==> src/rtl/spim_pkg.sv <==
package spim_pkg;

    // Frame sequencing states
    typedef enum logic [1:0] {
        SPIM_IDLE,
        SPIM_LEAD,
        SPIM_LOW,
        SPIM_HIGH
    } spim_state_e;

    // Which phase length the timer is loaded with
    typedef enum logic [1:0] {
        LEN_NONE,
        LEN_PERIOD,
        LEN_LOW,
        LEN_HIGH
    } spim_len_sel_e;

    // Commands from the sequencer to the data path
    typedef struct packed {
        logic load;    // capture transmit word
        logic shift;   // advance transmit register
        logic sample;  // capture one input bit
        logic commit;  // publish received word
    } spim_shift_cmd_t;

endpackage

==> src/rtl/spim_phase_calc.sv <==
module spim_phase_calc #(
    parameter int DIV_W = 8
) (
    input  logic [DIV_W-1:0] div_i,
    output logic [DIV_W-1:0] period_m1_o,
    output logic [DIV_W-1:0] high_m1_o,
    output logic [DIV_W-1:0] low_m1_o
);
    localparam logic [DIV_W-1:0] ONE = DIV_W'(1);

    logic [DIV_W-1:0] eff;
    logic [DIV_W-1:0] half;

    always_comb begin
        eff         = (div_i == '0) ? ONE : div_i;
        half        = eff >> 1;
        period_m1_o = eff;
        // Odd: both phases (D+1)/2. Even: high D/2+1, low D/2.
        high_m1_o   = half;
        low_m1_o    = eff[0] ? half : (half - ONE);
    end
endmodule

==> src/rtl/spim_phase_timer.sv <==
module spim_phase_timer #(
    parameter int DIV_W = 8
) (
    input  logic             clk,
    input  logic             rst,
    input  logic             load_i,
    input  logic [DIV_W-1:0] val_i,
    output logic             expired_o
);
    logic [DIV_W-1:0] cnt_q;

    always_ff @(posedge clk) begin
        if (rst) begin
            cnt_q <= '0;
        end else if (load_i) begin
            cnt_q <= val_i;
        end else if (cnt_q != '0) begin
            cnt_q <= cnt_q - DIV_W'(1);
        end
    end

    assign expired_o = (cnt_q == '0);
endmodule

==> src/rtl/spim_shift_unit.sv <==
module spim_shift_unit
    import spim_pkg::*;
#(
    parameter int WORD_W = 16
) (
    input  logic              clk,
    input  logic              rst,
    input  spim_shift_cmd_t   cmd_i,
    input  logic [WORD_W-1:0] tx_word_i,
    input  logic              miso_i,
    output logic              mosi_o,
    output logic [WORD_W-1:0] rx_word_o
);
    logic [WORD_W-1:0] tx_sh_q;
    logic [WORD_W-1:0] rx_sh_q;
    logic [WORD_W-1:0] rx_word_q;
    logic [WORD_W-1:0] tx_next;
    logic [WORD_W-1:0] rx_next;

    generate
        if (WORD_W > 1) begin : g_wide
            assign tx_next = {tx_sh_q[WORD_W-2:0], 1'b0};
            assign rx_next = {rx_sh_q[WORD_W-2:0], miso_i};
        end else begin : g_single
            assign tx_next = 1'b0;
            assign rx_next = miso_i;
        end
    endgenerate

    always_ff @(posedge clk) begin
        if (rst) begin
            tx_sh_q   <= '0;
            rx_sh_q   <= '0;
            rx_word_q <= '0;
        end else begin
            if (cmd_i.load) begin
                tx_sh_q <= tx_word_i;
            end else if (cmd_i.shift) begin
                tx_sh_q <= tx_next;
            end
            if (cmd_i.sample) begin
                rx_sh_q <= rx_next;
            end
            if (cmd_i.commit) begin
                rx_word_q <= rx_sh_q;
            end
        end
    end

    assign mosi_o    = tx_sh_q[WORD_W-1];
    assign rx_word_o = rx_word_q;
endmodule

==> src/rtl/spim_ctrl.sv <==
module spim_ctrl
    import spim_pkg::*;
#(
    parameter int WORD_W = 16
) (
    input  logic            clk,
    input  logic            rst,
    input  logic            start_i,
    input  logic            expired_i,
    output logic            busy_o,
    output logic            done_o,
    output logic            sclk_o,
    output logic            frame_o,
    output logic            oe_o,
    output spim_shift_cmd_t cmd_o,
    output spim_len_sel_e   len_sel_o
);
    localparam int BIT_W = (WORD_W > 1) ? $clog2(WORD_W) : 1;
    localparam logic [BIT_W-1:0] LAST_IDX = BIT_W'(WORD_W - 1);

    spim_state_e      state_q;
    logic [BIT_W-1:0] bit_q;
    logic             sclk_q;
    logic             frame_q;
    logic             oe_q;
    logic             done_q;
    logic             last_bit;

    assign last_bit = (bit_q == LAST_IDX);

    always_ff @(posedge clk) begin
        if (rst) begin
            state_q <= SPIM_IDLE;
            bit_q   <= '0;
            sclk_q  <= 1'b1;
            frame_q <= 1'b0;
            oe_q    <= 1'b0;
            done_q  <= 1'b0;
        end else begin
            done_q <= 1'b0;
            unique case (state_q)
                SPIM_IDLE: begin
                    if (start_i) begin
                        state_q <= SPIM_LEAD;
                        frame_q <= 1'b1;
                        oe_q    <= 1'b1;
                        bit_q   <= '0;
                    end
                end
                SPIM_LEAD: begin
                    if (expired_i) begin
                        state_q <= SPIM_LOW;
                        sclk_q  <= 1'b0;
                    end
                end
                SPIM_LOW: begin
                    if (expired_i) begin
                        state_q <= SPIM_HIGH;
                        sclk_q  <= 1'b1;
                    end
                end
                SPIM_HIGH: begin
                    if (last_bit) begin
                        oe_q <= 1'b0;
                    end
                    if (expired_i) begin
                        if (last_bit) begin
                            state_q <= SPIM_IDLE;
                            frame_q <= 1'b0;
                            done_q  <= 1'b1;
                        end else begin
                            state_q <= SPIM_LOW;
                            sclk_q  <= 1'b0;
                            bit_q   <= bit_q + BIT_W'(1);
                        end
                    end
                end
                default: state_q <= SPIM_IDLE;
            endcase
        end
    end

    always_comb begin
        cmd_o     = '0;
        len_sel_o = LEN_NONE;
        unique case (state_q)
            SPIM_IDLE: begin
                if (start_i) begin
                    cmd_o.load = 1'b1;
                    len_sel_o  = LEN_PERIOD;
                end
            end
            SPIM_LEAD: begin
                if (expired_i) len_sel_o = LEN_LOW;
            end
            SPIM_LOW: begin
                if (expired_i) begin
                    cmd_o.sample = 1'b1;
                    len_sel_o    = LEN_HIGH;
                end
            end
            SPIM_HIGH: begin
                if (expired_i) begin
                    if (last_bit) begin
                        cmd_o.commit = 1'b1;
                    end else begin
                        cmd_o.shift = 1'b1;
                        len_sel_o   = LEN_LOW;
                    end
                end
            end
            default: ;
        endcase
    end

    assign busy_o  = (state_q != SPIM_IDLE);
    assign done_o  = done_q;
    assign sclk_o  = sclk_q;
    assign frame_o = frame_q;
    assign oe_o    = oe_q;
endmodule

==> src/rtl/spi_divclk_master.sv <==
module spi_divclk_master
    import spim_pkg::*;
#(
    parameter int WORD_W = 16,
    parameter int DIV_W  = 8
) (
    input  logic              clk,
    input  logic              rst,
    input  logic              start,
    input  logic [WORD_W-1:0] tx_word,
    input  logic [DIV_W-1:0]  div,
    output logic              busy,
    output logic              done,
    output logic [WORD_W-1:0] rx_word,
    output logic              spi_sclk,
    output logic              spi_ss_n,
    output logic              spi_mosi,
    output logic              spi_mosi_oe,
    input  logic              spi_miso
);
    logic [DIV_W-1:0] div_q;
    logic [DIV_W-1:0] div_sel;
    logic [DIV_W-1:0] period_m1;
    logic [DIV_W-1:0] high_m1;
    logic [DIV_W-1:0] low_m1;
    logic [DIV_W-1:0] timer_val;
    logic             timer_load;
    logic             expired;
    logic             frame;
    spim_shift_cmd_t  cmd;
    spim_len_sel_e    len_sel;

    always_ff @(posedge clk) begin
        if (rst) begin
            div_q <= '0;
        end else if (!busy && start) begin
            div_q <= div;
        end
    end

    // Idle: use the live value so the lead phase is loaded on start
    assign div_sel = busy ? div_q : div;

    spim_phase_calc #(.DIV_W(DIV_W)) calc_i (
        .div_i       (div_sel),
        .period_m1_o (period_m1),
        .high_m1_o   (high_m1),
        .low_m1_o    (low_m1)
    );

    always_comb begin
        unique case (len_sel)
            LEN_PERIOD: timer_val = period_m1;
            LEN_LOW:    timer_val = low_m1;
            LEN_HIGH:   timer_val = high_m1;
            default:    timer_val = '0;
        endcase
    end
    assign timer_load = (len_sel != LEN_NONE);

    spim_phase_timer #(.DIV_W(DIV_W)) timer_i (
        .clk       (clk),
        .rst       (rst),
        .load_i    (timer_load),
        .val_i     (timer_val),
        .expired_o (expired)
    );

    spim_ctrl #(.WORD_W(WORD_W)) ctrl_i (
        .clk       (clk),
        .rst       (rst),
        .start_i   (start),
        .expired_i (expired),
        .busy_o    (busy),
        .done_o    (done),
        .sclk_o    (spi_sclk),
        .frame_o   (frame),
        .oe_o      (spi_mosi_oe),
        .cmd_o     (cmd),
        .len_sel_o (len_sel)
    );

    spim_shift_unit #(.WORD_W(WORD_W)) shift_i (
        .clk       (clk),
        .rst       (rst),
        .cmd_i     (cmd),
        .tx_word_i (tx_word),
        .miso_i    (spi_miso),
        .mosi_o    (spi_mosi),
        .rx_word_o (rx_word)
    );

    // Active-high frame inverted onto the pin
    assign spi_ss_n = ~frame;
endmodule

==> config.mk <==
export PLATFORM = sky130hd
export DESIGN_NAME = spi_divclk_master
export DESIGN_NICKNAME = d
export VERILOG_FILES = /design/src/rtl/spim_pkg.sv /design/src/rtl/spim_phase_calc.sv /design/src/rtl/spim_phase_timer.sv /design/src/rtl/spim_shift_unit.sv /design/src/rtl/spim_ctrl.sv /design/src/rtl/spi_divclk_master.sv
export SDC_FILE = /design/constraint.sdc
export NUM_CORES = 1
export LEC_CHECK = 0
export ABC_AREA = 1
export BUFFER_PORTS_ARGS = -buffer_cell sky130_fd_sc_hd__buf_2
export CAP_MARGIN = 15
export CORE_ASPECT_RATIO = 1.4
export CORE_UTILIZATION = 30
export CTS_BUF_LIST = sky130_fd_sc_hd__clkbuf_4 sky130_fd_sc_hd__clkbuf_8
export DETAILED_ROUTE_END_ITERATION = 8
export MAX_ROUTING_LAYER = met4
export PLACE_DENSITY = 0.5
export SLEW_MARGIN = 40
export SYNTH_ARGS = -nofsm -noshare
export SYNTH_HDL_FRONTEND = slang
export SYNTH_HIERARCHICAL = 1
export SYNTH_SLANG_ARGS = --single-unit
export TNS_END_PERCENT = 20
==> constraint.sdc <==
create_clock -name clk -period 2.5 [get_ports clk]
set_input_delay 0 -clock clk [delete_from_list [all_inputs] [get_ports clk]]
set_output_delay 0 -clock clk [all_outputs]
set_load 0.05 [all_outputs]
Word level (Yosys, flattened, before mapping):

Cells that the tools add are included.

* bits in registers: 74
* bits in latches: 0
* memory bits (writable): 0
* memory bits (read-only): 0
* bits of input ports: 28
* output and inout bits: 22
* memories kept: 0

* add/subtract/negate cells: 3
* multiply operators: 0
* divide/modulo/power cells: 0
* order comparisons: 0
* equality and inequality tests: 13
* shifts and indexed selects: 0
* multiplexer cells: 43
* bitwise gates (word level): 1
* reduce and logical (&&, ||, !) cells: 17

Operators with widths (number)
* 2-to-1 mux 8 bit: 5
* 2-to-1 mux 16 bit: 2
* case mux 8 bit (3 select lines): 1
* 2-to-1 mux 1 bit: 18
* logical NOT 8 bit: 2
* 2-to-1 mux 2 bit: 8
* case mux 2 bit (4 select lines): 2
* 2-to-1 mux 4 bit: 3
* AND reduction 4 bit: 3
* nonzero test 2 bit: 5
* equality test 2 bit, second input constant: 4
* inequality test 2 x 1 -> 1 bit, second input constant: 4
* case mux 4 bit (2 select lines): 1
* nonzero test 8 bit: 1
* subtractor 7 x 1 -> 8 bit, second input constant: 1
* subtractor 8 x 1 -> 8 bit, second input constant: 1
* AND reduction 5 bit: 1
* adder 4 x 1 -> 4 bit, second input constant: 1
* equality test 2 x 1 -> 1 bit, second input constant: 2
* equality test 4 bit, second input constant: 1
* inequality test 2 bit, second input constant: 2
* case mux 1 bit (2 select lines): 2
* case mux 1 bit (3 select lines): 1
* AND reduction 3 bit: 1
* 5 further kinds: 5

Logic depth before layout (Yosys ltp):

Gate-level depths: netlist of run 1.

* depth in word-level cells: 8
* gate-level depth with buffers: 18
* depth with buffers taken out: 16

Cells and area by module:

Netlist of run 1, hierarchy kept.

Modules (own cells, without submodules)
* spim_shift_unit: instances 1, cells an instance 258, area an instance 1890.6 um^2, sequential area each 960.9 um^2
* spi_divclk_master: instances 1, cells an instance 111, area an instance 630.6 um^2, sequential area each 160.2 um^2
* spim_ctrl: instances 1, cells an instance 80, area an instance 548.0 um^2, sequential area each 200.2 um^2
* spim_phase_timer: instances 1, cells an instance 70, area an instance 473.0 um^2, sequential area each 160.2 um^2
* spim_phase_calc: instances 1, cells an instance 72, area an instance 361.6 um^2, sequential area each 0.0 um^2

Worst setup path after synthesis of run 1:

OpenSTA, ideal clock, no wires.

* path kind: reg2reg
* from: register ctrl_i.state_q[1]
* to: register timer_i.cnt_q[0]
* library setup time: 0.078 ns
* arrival time: 2.287 ns
* data required time: 2.422 ns
* slack: 0.135 ns
* cell stages (with the launch flop): 16
* period minus slack after synthesis: 2.365 ns
* cell sequence: dfxtp_1 -> nor2_1 -> inv_2 -> buf_6 -> buf_6 -> o21ai_0 -> nor2_1 -> nand2_4 -> nor2_2 -> nor2_2 -> nand2_1 -> nand2_1 -> nand2_1 -> nand3_1 -> o21ai_0 -> nor3_1

* longest elaborated chain between the ends: 8

RTL lines
* start, declared: RTL line spim_ctrl.sv:21 `spim_state_e state_q;`
* start signal, assigned: RTL line spim_ctrl.sv:33 `state_q <= SPIM_IDLE;`
* start signal, assigned: RTL line spim_ctrl.sv:44 `state_q <= SPIM_LEAD;`
* start signal, assigned: RTL line spim_ctrl.sv:52 `state_q <= SPIM_LOW;`
* nonzero test 2 bit (*): RTL line spim_ctrl.sv:116 `assign busy_o = (state_q != SPIM_IDLE);`
* via busy: RTL line spi_divclk_master.sv:12 `output logic busy,`
* 2-to-1 mux 8 bit (*): RTL line spi_divclk_master.sv:42 `assign div_sel = busy ? div_q : div;`
* via div_sel[6]: RTL line spi_divclk_master.sv:22 `logic [DIV_W-1:0] div_sel;`
* logical NOT 8 bit (*): RTL line spim_phase_calc.sv:15 `eff = (div_i == '0) ? ONE : div_i;`
* 2-to-1 mux 8 bit (*): RTL line spim_phase_calc.sv:15
* subtractor 7 x 1 -> 8 bit: RTL line spim_phase_calc.sv:20 `low_m1_o = eff[0] ? half : (half - ONE);`
* 2-to-1 mux 8 bit (*): RTL line spim_phase_calc.sv:20
* via low_m1[0]: RTL line spi_divclk_master.sv:25 `logic [DIV_W-1:0] low_m1;`
* case mux 8 bit (3 select lines) (*): RTL line spi_divclk_master.sv:52 `unique case (len_sel)`
* via timer_val[0]: RTL line spi_divclk_master.sv:26 `logic [DIV_W-1:0] timer_val;`
* 2-to-1 mux 8 bit (*): RTL line spim_phase_timer.sv:15 `end else if (load_i) begin`
* end signal, assigned: RTL line spim_phase_timer.sv:16 `cnt_q <= val_i;`
* end signal, assigned: RTL line spim_phase_timer.sv:18 `cnt_q <= cnt_q - DIV_W'(1);`
* end, declared: RTL line spim_phase_timer.sv:10 `logic [DIV_W-1:0] cnt_q;`

The timed path passes the listed nets; every way through them passes the cells marked *.
A chain may end at the register's enable or synchronous reset.

Worst setup path in the final report of run 1:

* from: register ctrl_i.state_q[1]
* to: register timer_i.cnt_q[5]

* longest elaborated chain between the ends: 8

RTL lines (RTL line)
* nonzero test 2 bit (*): spim_ctrl.sv:116
* 2-to-1 mux 8 bit (*): spi_divclk_master.sv:42
* via div_sel[2]: spi_divclk_master.sv:22
* logical NOT 8 bit: spim_phase_calc.sv:15
* 2-to-1 mux 8 bit (*): spim_phase_calc.sv:15
* subtractor 7 x 1 -> 8 bit: spim_phase_calc.sv:20
* 2-to-1 mux 8 bit (*): spim_phase_calc.sv:20
* via low_m1[5]: spi_divclk_master.sv:25
* case mux 8 bit (3 select lines) (*): spi_divclk_master.sv:52
* via timer_val[5]: spi_divclk_master.sv:26
* 2-to-1 mux 8 bit (*): spim_phase_timer.sv:15

Marked as above.

==> reports/results.tsv, run 1 <==
metric	value	unit
ys_ff_latch	74	
leakage	2.39	nW
critical_path.startpoint_type	flip-flop	
hold_ws	0.0670	ns
grt_overflow	0	
start_util	0.312	
pwr-share-clk	0.237	
ir_drop	0.294	mV
core_area	12500	um^2
endpoint_kind	flip-flop	
nets	687	
grt.total_usage	0.145	
p_comb_frac	0.416	
place_inst	770	
seq_area	1480	um^2
ff2ff_setup_slack	0.36	ns
h-tree-depth	3	
outcome	finished with violations	
firstDrtPassIters	6	
postRouteAntennaNets	0	
drive_above_1_share	0.188	
path_clk_slew	0.08	ns
avgSynthCellArea	6.61	um^2
max_slew.worst_pin.slew	0.723	ns
grt_pass1_vias	3311	
max-cap-violations	0	
ioPinCount	50	
ctsResizeCount	0	
die_w	98.4	um
p_per_area	896	nW/um^2
synth-seq-area-share	0.379	
worst_skew_pair.late_latency	0.35	ns
violations	DRC	
final_hold_viol_count	0	
area_growth	19.8	%
max_slew_margin	0.517	
clock-sinks	74	
wire_per_inst	11.1	um
p_seq_frac	0.347	
final-setup-viol-count	0	
fin_setup_tns	0	ns
grt_setup_unrepaired	no	
antenna_found_initial	0	
num_vias	3651	
post-route-period-util	0.858	
instances_no_fill	811	
p_sw_frac	0.420	
maxSlewViolCount	0	
cts_buffers	9	
cts_tree	done	
grt_max_degree	46	
skew	0.0115	ns
fp-row-count	48	
synth_warnings	6	
cts_root_buf	clkbuf_8	
hp-class	input port to flip-flop	
fillerInstances	1384	
ys_types	35	
synth_area	3900	um^2
worst_slack	0.355	ns
r2r-end	timer_i/cnt_q[5]	
critPathLaunch	ctrl_i/state_q[1]	
r2r_start	ctrl_i/state_q[1]	
dp_slack	0.359	ns
path_class	flip-flop to flip-flop	
drc	1	
synthCells	591	
fp.dieH	137	um
final_util	0.374	
r2r.worst_path.cells	16	
internal-power	2.43	mW
crit_arrival	2.39	ns
wl	9040	um
drtIter0Drc	110	
grt_pass1_wl	15300	um
crit_end	timer_i/cnt_q[5]	
cts_max_path_buffers	2	
hpwl	6350	um
fin_crit	2.14	ns
io_buffers	49	
worst-path-max-fanout	18	
required	2.75	ns
net-switching-power	1.76	mW
dieArea	13500	um^2
gp_congestion	0.802	
post_cts_buffers	0	
multiInputGateArea	1950	um^2
clock.fmax	466	MHz
insertedDiodeCount	0	
via_per_inst	4.50	
==> timing repair <==
| action | in CTS | in global routing |
|---|---|---|
| hold endpoints to repair | 25 | 0 |
| hold buffers | 25 | 0 |
| setup endpoints to repair | 0 | 0 |
==> layout make-up <==
| type | instances | share of cell area |
|---|---|---|
| tap | 150 | 0.0401 |
| clock inverter | 7 | 0.0185 |
| inverter | 64 | 0.0516 |
| clock buffer | 9 | 0.0265 |
| multi-input combinational | 419 | 0.418 |
| sequential | 74 | 0.317 |
| timing repair buffer | 88 | 0.128 |
==> power groups by stage <==
stage	sequential, mW	combinational (mW)	clock [mW]
2_1_floorplan	1.48	1.44	0
3_3_place_gp	1.48	1.72	0
3_5_place_dp	1.48	1.73	0
4_1_cts	1.45	1.77	1.03
5_1_grt	1.48	1.99	1.07
6_report	1.45	1.75	0.993
==> synth_stat cells <==
master / instances / area (um^2)
clkinv_1: 1 / 3.75
nor3_1: 4 / 20.0
inv_1: 47 / 176
nand2_2: 7 / 43.8
xnor2_1: 2 / 17.5
a21oi_4: 1 / 16.3
ha_1: 3 / 37.5
nor2_4: 2 / 22.5
o21ai_1: 36 / 180
buf_6: 6 / 67.6
buf_2: 10 / 50.1
inv_2: 15 / 56.3
nor3_2: 1 / 10.0
nor2_2: 7 / 43.8
o21ai_0: 13 / 65.1
clkbuf_1: 7 / 26.3
nor2_1: 106 / 398
nand3_2: 2 / 20.0
nor2_8: 3 / 60.1
nand4_1: 5 / 31.3
o21ai_4: 1 / 16.3
buf_1: 1 / 3.75
nand3_1: 54 / 270
nand2_1: 151 / 567
nand3b_1: 1 / 7.51
buf_4: 11 / 82.6
or2_4: 1 / 8.76
conb_1: 1 / 3.75
nand2_4: 2 / 22.5
a21oi_2: 2 / 17.5
o211ai_1: 1 / 7.51
a21oi_1: 11 / 55.1
dfxtp_1: 74 / 1480
xor2_1: 1 / 8.76
clkinv_2: 1 / 5.00
==> per-layer routing <==
| layer | track usage | wire, um | vias to the layer above |
|---|---|---|---|
| met5 | - | 0 | - |
| met4 | 0.0622 | 117 | 0 |
| met3 | 0.0230 | 216 | 7 |
| met2 | 0.243 | 4470 | 41 |
| met1 | 0.173 | 4230 | 1642 |
| li1 | - | - | 1961 |
==> cell families (layout without fill, tap and decap cells) <==
group                    Yosys count  in the layout  share of synthesized area
XOR/XNOR                           3              3                    0.00673
flip-flops                        74             74                      0.379
AO/OA/AOI/OAI                     65             65                     0.0917
adder cells (fa/ha/maj)            3              3                    0.00962
buffers and inverters             99            168                      0.121
AND/OR/NAND/NOR                  346            346                      0.391
other                              1              2                   0.000961
==> sequential cells by signal (all words and copies together), names as in the netlist <==
register / flops
ctrl_i/oe_o: 1
timer_i/cnt_q: 8
ctrl_i/frame_o: 1
shift_i/rx_word_o: 16
shift_i/rx_sh_q: 16
ctrl_i/bit_q: 4
shift_i/tx_sh_q: 16
ctrl_i/state_q: 2
div_q: 8
ctrl_i/done_o: 1
ctrl_i/sclk_o: 1
==> worst min-delay path by stage <==
stage / slack [ns] / depth (start not counted) / startpoint / to
2_1_floorplan: 0.06 / 1 / rst / shift_i/tx_sh_q[12]
3_3_place_gp: 0.24 / 3 / spi_miso / shift_i/rx_sh_q[0]
3_5_place_dp: 0.24 / 3 / spi_miso / shift_i/rx_sh_q[0]
4_1_cts: 0.05 / 4 / start / div_q[2]
5_1_grt: 0.08 / 2 / rst / shift_i/tx_sh_q[12]
6_report: 0.07 / 4 / start / div_q[5]
==> metrics by stage <==
step                      power (mW)  instance area (um^2)
after detailed placement        3.21                  4220
after global placement          3.20                  4220
final                           4.19                  4680
after global routing            4.55                  4680
after floorplan                 2.93                  3910
after CTS                       4.25                  4680
==> worst max-delay path: stages, from the launching register on <==
cell	delay, ns
dfxtp_1	0.41
nor2_1	0.09
inv_2	0.21
o21ai_0	0.13
buf_4	0.17
nor2_2	0.16
nand2_2	0.12
nor2_2	0.13
nor2_2	0.07
nand2_1	0.10
nand2_1	0.05
nand2_1	0.07
nand3_1	0.07
nor2_1	0.10
nor2_1	0.05
nand2_1	0.08
nor2_1	0.03
==> cell usage in the layout, fill, tap and decap left out, drive strengths merged <==
master,instances
nand2,160
or2,1
nor3,5
a21oi,14
clkinv,4
nor2,118
bufinv,1
dfxtp,74
conb,2
xnor2,2
nand3b,1
inv,65
o211ai,1
nand3,56
nand4,5
buf,63
clkinvlp,1
clkbuf,9
xor2,1
dlygate4sd3,25
ha,3
o21ai,50
No activity file was read; power rests on OpenSTA's default activity.
==> run 2, diff against run 1 <==
--- a/config.mk
+++ b/config.mk
@@ -9,11 +9,11 @@
 export BUFFER_PORTS_ARGS = -buffer_cell sky130_fd_sc_hd__buf_2
 export CAP_MARGIN = 15
 export CORE_ASPECT_RATIO = 1.4
-export CORE_UTILIZATION = 30
+export CORE_UTILIZATION = 25
 export CTS_BUF_LIST = sky130_fd_sc_hd__clkbuf_4 sky130_fd_sc_hd__clkbuf_8
 export DETAILED_ROUTE_END_ITERATION = 8
 export MAX_ROUTING_LAYER = met4
-export PLACE_DENSITY = 0.5
+export PLACE_DENSITY = 0.44
 export SLEW_MARGIN = 40
 export SYNTH_ARGS = -nofsm -noshare
 export SYNTH_HDL_FRONTEND = slang
==> run 2 against run 1 <==
Against the previous run: the run now ends clean; clock power down 1%; fmax decreased by 0.83%; utilization decreased by 6.1 points; die area is 20% higher; largest power group unchanged.
==> reports/results.tsv, run 2 (same netlist as run 1, synthesis figures left out) <==
metric	value	unit
layout_commonest_cell	nand2_1	
insertedDiodeCount	0	
hpwl	6620	um
gp_congestion	0.809	
postRouteAntennaNets	0	
die_w	108	um
drive_above_1_share	0.190	
final-setup-viol-count	0	
dieArea	16100	um^2
fp.dieH	150	um
critPathLaunch	ctrl_i/state_q[1]	
max-cap-violations	0	
firstDrtPassIters	4	
cts_tree	done	
drc	0	
endpoint_kind	flip-flop	
max_slew_margin	0.528	
worst_skew_pair.late_latency	0.36	ns
h-tree-depth	3	
fin_crit	2.16	ns
via_per_inst	4.30	
clock-sinks	74	
clock.fmax	462	MHz
area_growth	21.3	%
p_sw_frac	0.421	
outcome	finished clean	
net-switching-power	1.77	mW
post-route-period-util	0.865	
layout_common_cells	nand2_1 (151), nor2_1 (105), dfxtp_1 (74)	
fp-row-count	53	
final_hold_viol_count	0	
cts_max_path_buffers	2	
antenna_found_initial	0	
skew	0.0121	ns
wl	9380	um
wire_per_inst	11.0	um
grt_setup_unrepaired	no	
core_area	15100	um^2
max_slew.worst_pin.slew	0.707	ns
start_util	0.258	
critical_path.startpoint_type	flip-flop	
p_per_area	888	nW/um^2
path_clk_slew	0.09	ns
grt_max_degree	46	
ioPinCount	50	
leakage	2.39	nW
drtIter0Drc	111	
path_class	flip-flop to flip-flop	
grt.total_usage	0.127	
crit_end	timer_i/cnt_q[1]	
internal-power	2.43	mW
r2r-end	timer_i/cnt_q[1]	
nets	688	
grt_overflow	0	
worst-path-max-fanout	17	
ir_drop	0.248	mV
ff2ff_setup_slack	0.34	ns
post_cts_buffers	0	
io_buffers	49	
r2r.worst_path.cells	15	
required	2.80	ns
crit_arrival	2.46	ns
hp-class	input port to flip-flop	
cts_buffers	9	
grt_pass1_vias	3534	
p_seq_frac	0.346	
num_vias	3670	
instances_no_fill	854	
fin_setup_tns	0	ns
r2r_start	ctrl_i/state_q[1]	
pwr-share-clk	0.234	
cts_root_buf	clkbuf_8	
maxSlewViolCount	0	
place_inst	813	
p_comb_frac	0.420	
grt_pass1_wl	15900	um
[run 2: cell count changes in the layout (fill, tap and decap cells not counted), sizes merged]
cell    previous run  this run
buf               63        64
clkinv             4         3
inv               65        66
[run 2: worst min path at each step]
stage | start | to | slack, ns | cells after the start
floorplan | rst | shift_i/tx_sh_q[12] | 0.06 | 1
global placement | spi_miso | shift_i/rx_sh_q[0] | 0.23 | 3
detailed placement | spi_miso | shift_i/rx_sh_q[0] | 0.23 | 3
CTS | start | div_q[3] | 0.05 | 4
global route | start | div_q[7] | 0.07 | 4
finish | start | div_q[7] | 0.06 | 4
[run 2: power groups by stage]
stage	Clock, mW	Sequential, mW	Combinational, mW
3_3_place_gp	0	1.48	1.74
4_1_cts	1.03	1.45	1.79
2_1_floorplan	0	1.48	1.44
5_1_grt	1.07	1.48	2.02
6_report	0.983	1.46	1.77
3_5_place_dp	0	1.48	1.75
[run 2: repair_timing]
item,4_1_cts,5_1_grt
gates resized for setup,0,1
hold buffers,25,0
endpoints found under the setup margin,0,1
hold endpoints to repair,25,0
[run 2: worst max-delay path, cell delays in order (launching register included)]
cell	delay [ns]
dfxtp_1	0.44
nor2_2	0.08
inv_2	0.21
o21ai_0	0.14
buf_4	0.17
nor2_2	0.16
nand2_2	0.11
o21ai_4	0.22
nand2_1	0.07
nand2_1	0.08
nand2_1	0.06
nand3_1	0.09
nand2_1	0.05
o21ai_1	0.08
nor2_1	0.06
nor2_1	0.09
[run 2: cell type report]
type | count | area (um^2)
fillers | 1693 | 10400
multi-input cells | 419 | 1960
repair buffers | 89 | 608
inverters | 64 | 241
well taps | 192 | 240
clock inverters | 7 | 81.3
clock buffers | 9 | 124
flip-flops and latches | 74 | 1480
[run 2: per-stage QoR]
stage	area (um^2)	total power [mW]	setup WS, ns	util	hold WS (ns)
after floorplan	3910	2.93	0.135	-	0.0624
after global placement	4280	3.22	0.335	0.283	0.230
after detailed placement	4280	3.23	0.324	0.283	0.234
after CTS	4730	4.27	0.295	0.313	0.0475
after global routing	4730	4.56	0.0480	0.313	0.0700
final	4730	4.20	0.338	0.313	0.0641
[run 2: routing by layer]
| layer | part of all wire | track usage | routed length, um |
|---|---|---|---|
| met1 | 0.46 | 0.146 | 4290 |
| met4 | 0.021 | 0.0616 | 199 |
| met3 | 0.022 | 0.0174 | 206 |
| met5 | 0 | - | 0 |
| met2 | 0.50 | 0.214 | 4680 |
==> run 3, diff against run 2 <==
--- a/config.mk
+++ b/config.mk
@@ -9,11 +9,12 @@
 export BUFFER_PORTS_ARGS = -buffer_cell sky130_fd_sc_hd__buf_2
 export CAP_MARGIN = 15
 export CORE_ASPECT_RATIO = 1.4
-export CORE_UTILIZATION = 25
+export CORE_UTILIZATION = 40
 export CTS_BUF_LIST = sky130_fd_sc_hd__clkbuf_4 sky130_fd_sc_hd__clkbuf_8
 export DETAILED_ROUTE_END_ITERATION = 8
+export GPL_TIMING_DRIVEN = 0
 export MAX_ROUTING_LAYER = met4
-export PLACE_DENSITY = 0.44
+export PLACE_DENSITY = 0.62
 export SLEW_MARGIN = 40
 export SYNTH_ARGS = -nofsm -noshare
 export SYNTH_HDL_FRONTEND = slang
==> run 3 against run 2 <==
Against the previous run: total power grew 0.52%; fmax shrank 5.6%; non-clock buffer count is 20 higher; utilization increased by 19 points.
==> reports/results.tsv, run 3 (same netlist as run 1, synthesis figures left out) <==
metric	value	unit
critical_path.startpoint_type	flip-flop	
hpwl	6280	um
place_inst	751	
grt.total_usage	0.185	
crit_arrival	2.59	ns
layout_common_cells	nand2_1 (151), nor2_1 (106), dfxtp_1 (73)	
worst-path-max-fanout	10	
ioPinCount	50	
instances_no_fill	792	
worst_skew_pair.late_latency	0.35	ns
p_total	4.23	mW
postRouteAntennaNets	0	
skew	0.0117	ns
cts_buffers	9	
wl	8790	um
fillerInstances	959	
drc	0	
leakage	2.46	nW
via_per_inst	4.80	
start_util	0.413	
final_hold_viol_count	0	
cts_root_buf	clkbuf_8	
max-cap-violations	0	
drtIter0Drc	233	
p_per_area	884	nW/um^2
max_slew.worst_pin.slew	0.503	ns
path_class	flip-flop to flip-flop	
endpoint_kind	flip-flop	
core_area	9460	um^2
ff2ff_setup_slack	0.21	ns
cts_tree	done	
area_growth	22.4	%
maxSlewViolCount	0	
layout_commonest_cell	nand2_1	
clock.fmax	437	MHz
grt_pass1_wl	14800	um
hp-class	input port to flip-flop	
insertedDiodeCount	0	
post-route-period-util	0.916	
firstDrtPassIters	4	
fp-row-count	42	
path_clk_slew	0.09	ns
max_slew_margin	0.664	
antenna_found_initial	0	
grt_overflow	0	
grt_pass1_vias	3435	
required	2.80	ns
io_buffers	49	
gp_congestion	0.828	
h-tree-depth	3	
die_w	85.5	um
grt_max_degree	16	
ir_drop	0.483	mV
clock-sinks	74	
wire_per_inst	11.1	um
num_vias	3800	
nets	708	
fin_crit	2.29	ns
cts_max_path_buffers	2	
fp.dieH	119	um
drive_above_1_share	0.218	
final-setup-viol-count	0	
dieArea	10200	um^2
outcome	finished clean	
## run 3: cell types whose count changed in the layout (fill, tap and decap cells not counted), moves of 3 or more
cell and delta:
o21ai_2 +8, buf_6 +6, buf_2 +10, clkbuf_1 +7, buf_4 -3, nor2_2 -4
nor2_4 +3, o21ai_0 -7
## run 3: through the flow
stage               hold WS (ns)  setup TNS (ns)  instance area, um^2  worst slack [ns]  utilization
global placement           0.234          -0.603                 4290            -0.139        0.454
finish                    0.0145               0                 4780             0.210        0.505
global route              0.0403         -0.0160                 4780           -0.0160        0.505
CTS                      0.00190               0                 4720            0.0158        0.499
floorplan                 0.0624               0                 3910             0.135            -
detailed placement         0.241          -0.940                 4290            -0.195        0.454
## run 3: path summary, 6_finish.rpt
kind | from | endpoint | depth (start not counted)
worst max-delay path | ctrl_i/state_q[0] | timer_i/cnt_q[5] | 16
worst min-delay path | tx_word[14] | shift_i/tx_sh_q[14] | 5
worst max register to register | ctrl_i/state_q[0] | timer_i/cnt_q[5] | 16
worst min register to register | ctrl_i/oe_o | ctrl_i/oe_o | 2
## run 3: area by class of cell
class | count | area (um^2) | area share
plain buffers | 35 | 230 | 0.0482
flip-flops and latches | 74 | 1480 | 0.310
well taps | 110 | 138 | 0.0288
repair buffers | 74 | 493 | 0.103
clock inverters | 7 | 58.8 | 0.0123
clock buffers | 9 | 124 | 0.0259
inverters | 64 | 241 | 0.0505
multi-input cells | 419 | 2010 | 0.421
## run 3: critical path, stage by stage, from the launching register on
cell and delay (ns):
dfxtp_1 0.41, nor2_1 0.09, inv_2 0.17, buf_6 0.21
buf_6 0.17, o21ai_2 0.12, nor2_1 0.20, nand2_4 0.10
o21ai_4 0.22, nand2_1 0.07, nand2_1 0.08, nand2_1 0.05
nand3_1 0.10, nor2_1 0.05, nor2_1 0.08, nand2_1 0.05
nor2_1 0.07
## run 3: timing repair
action	in CTS	in global routing
pin swaps	0	2
hold buffers	24	0
setup buffers	0	1
hold endpoints to repair	26	0
gates resized for setup	4	18
setup endpoints to repair	6	7
## run 3: power breakdown
group	switching (mW)	leakage, nW	internal (mW)
Sequential	0.111	0.604	1.34
Combinational	1.21	1.77	0.709
Clock	0.485	0.0868	0.373
Total	1.80	2.46	2.42
## run 3: metal layers
layer,up-vias,global-route usage,routed length [um]
met5,-,-,0
met3,14,0.0360,268
met1,1733,0.209,3940
met4,0,0.0813,157
met2,48,0.316,4430
li1,2005,-,-
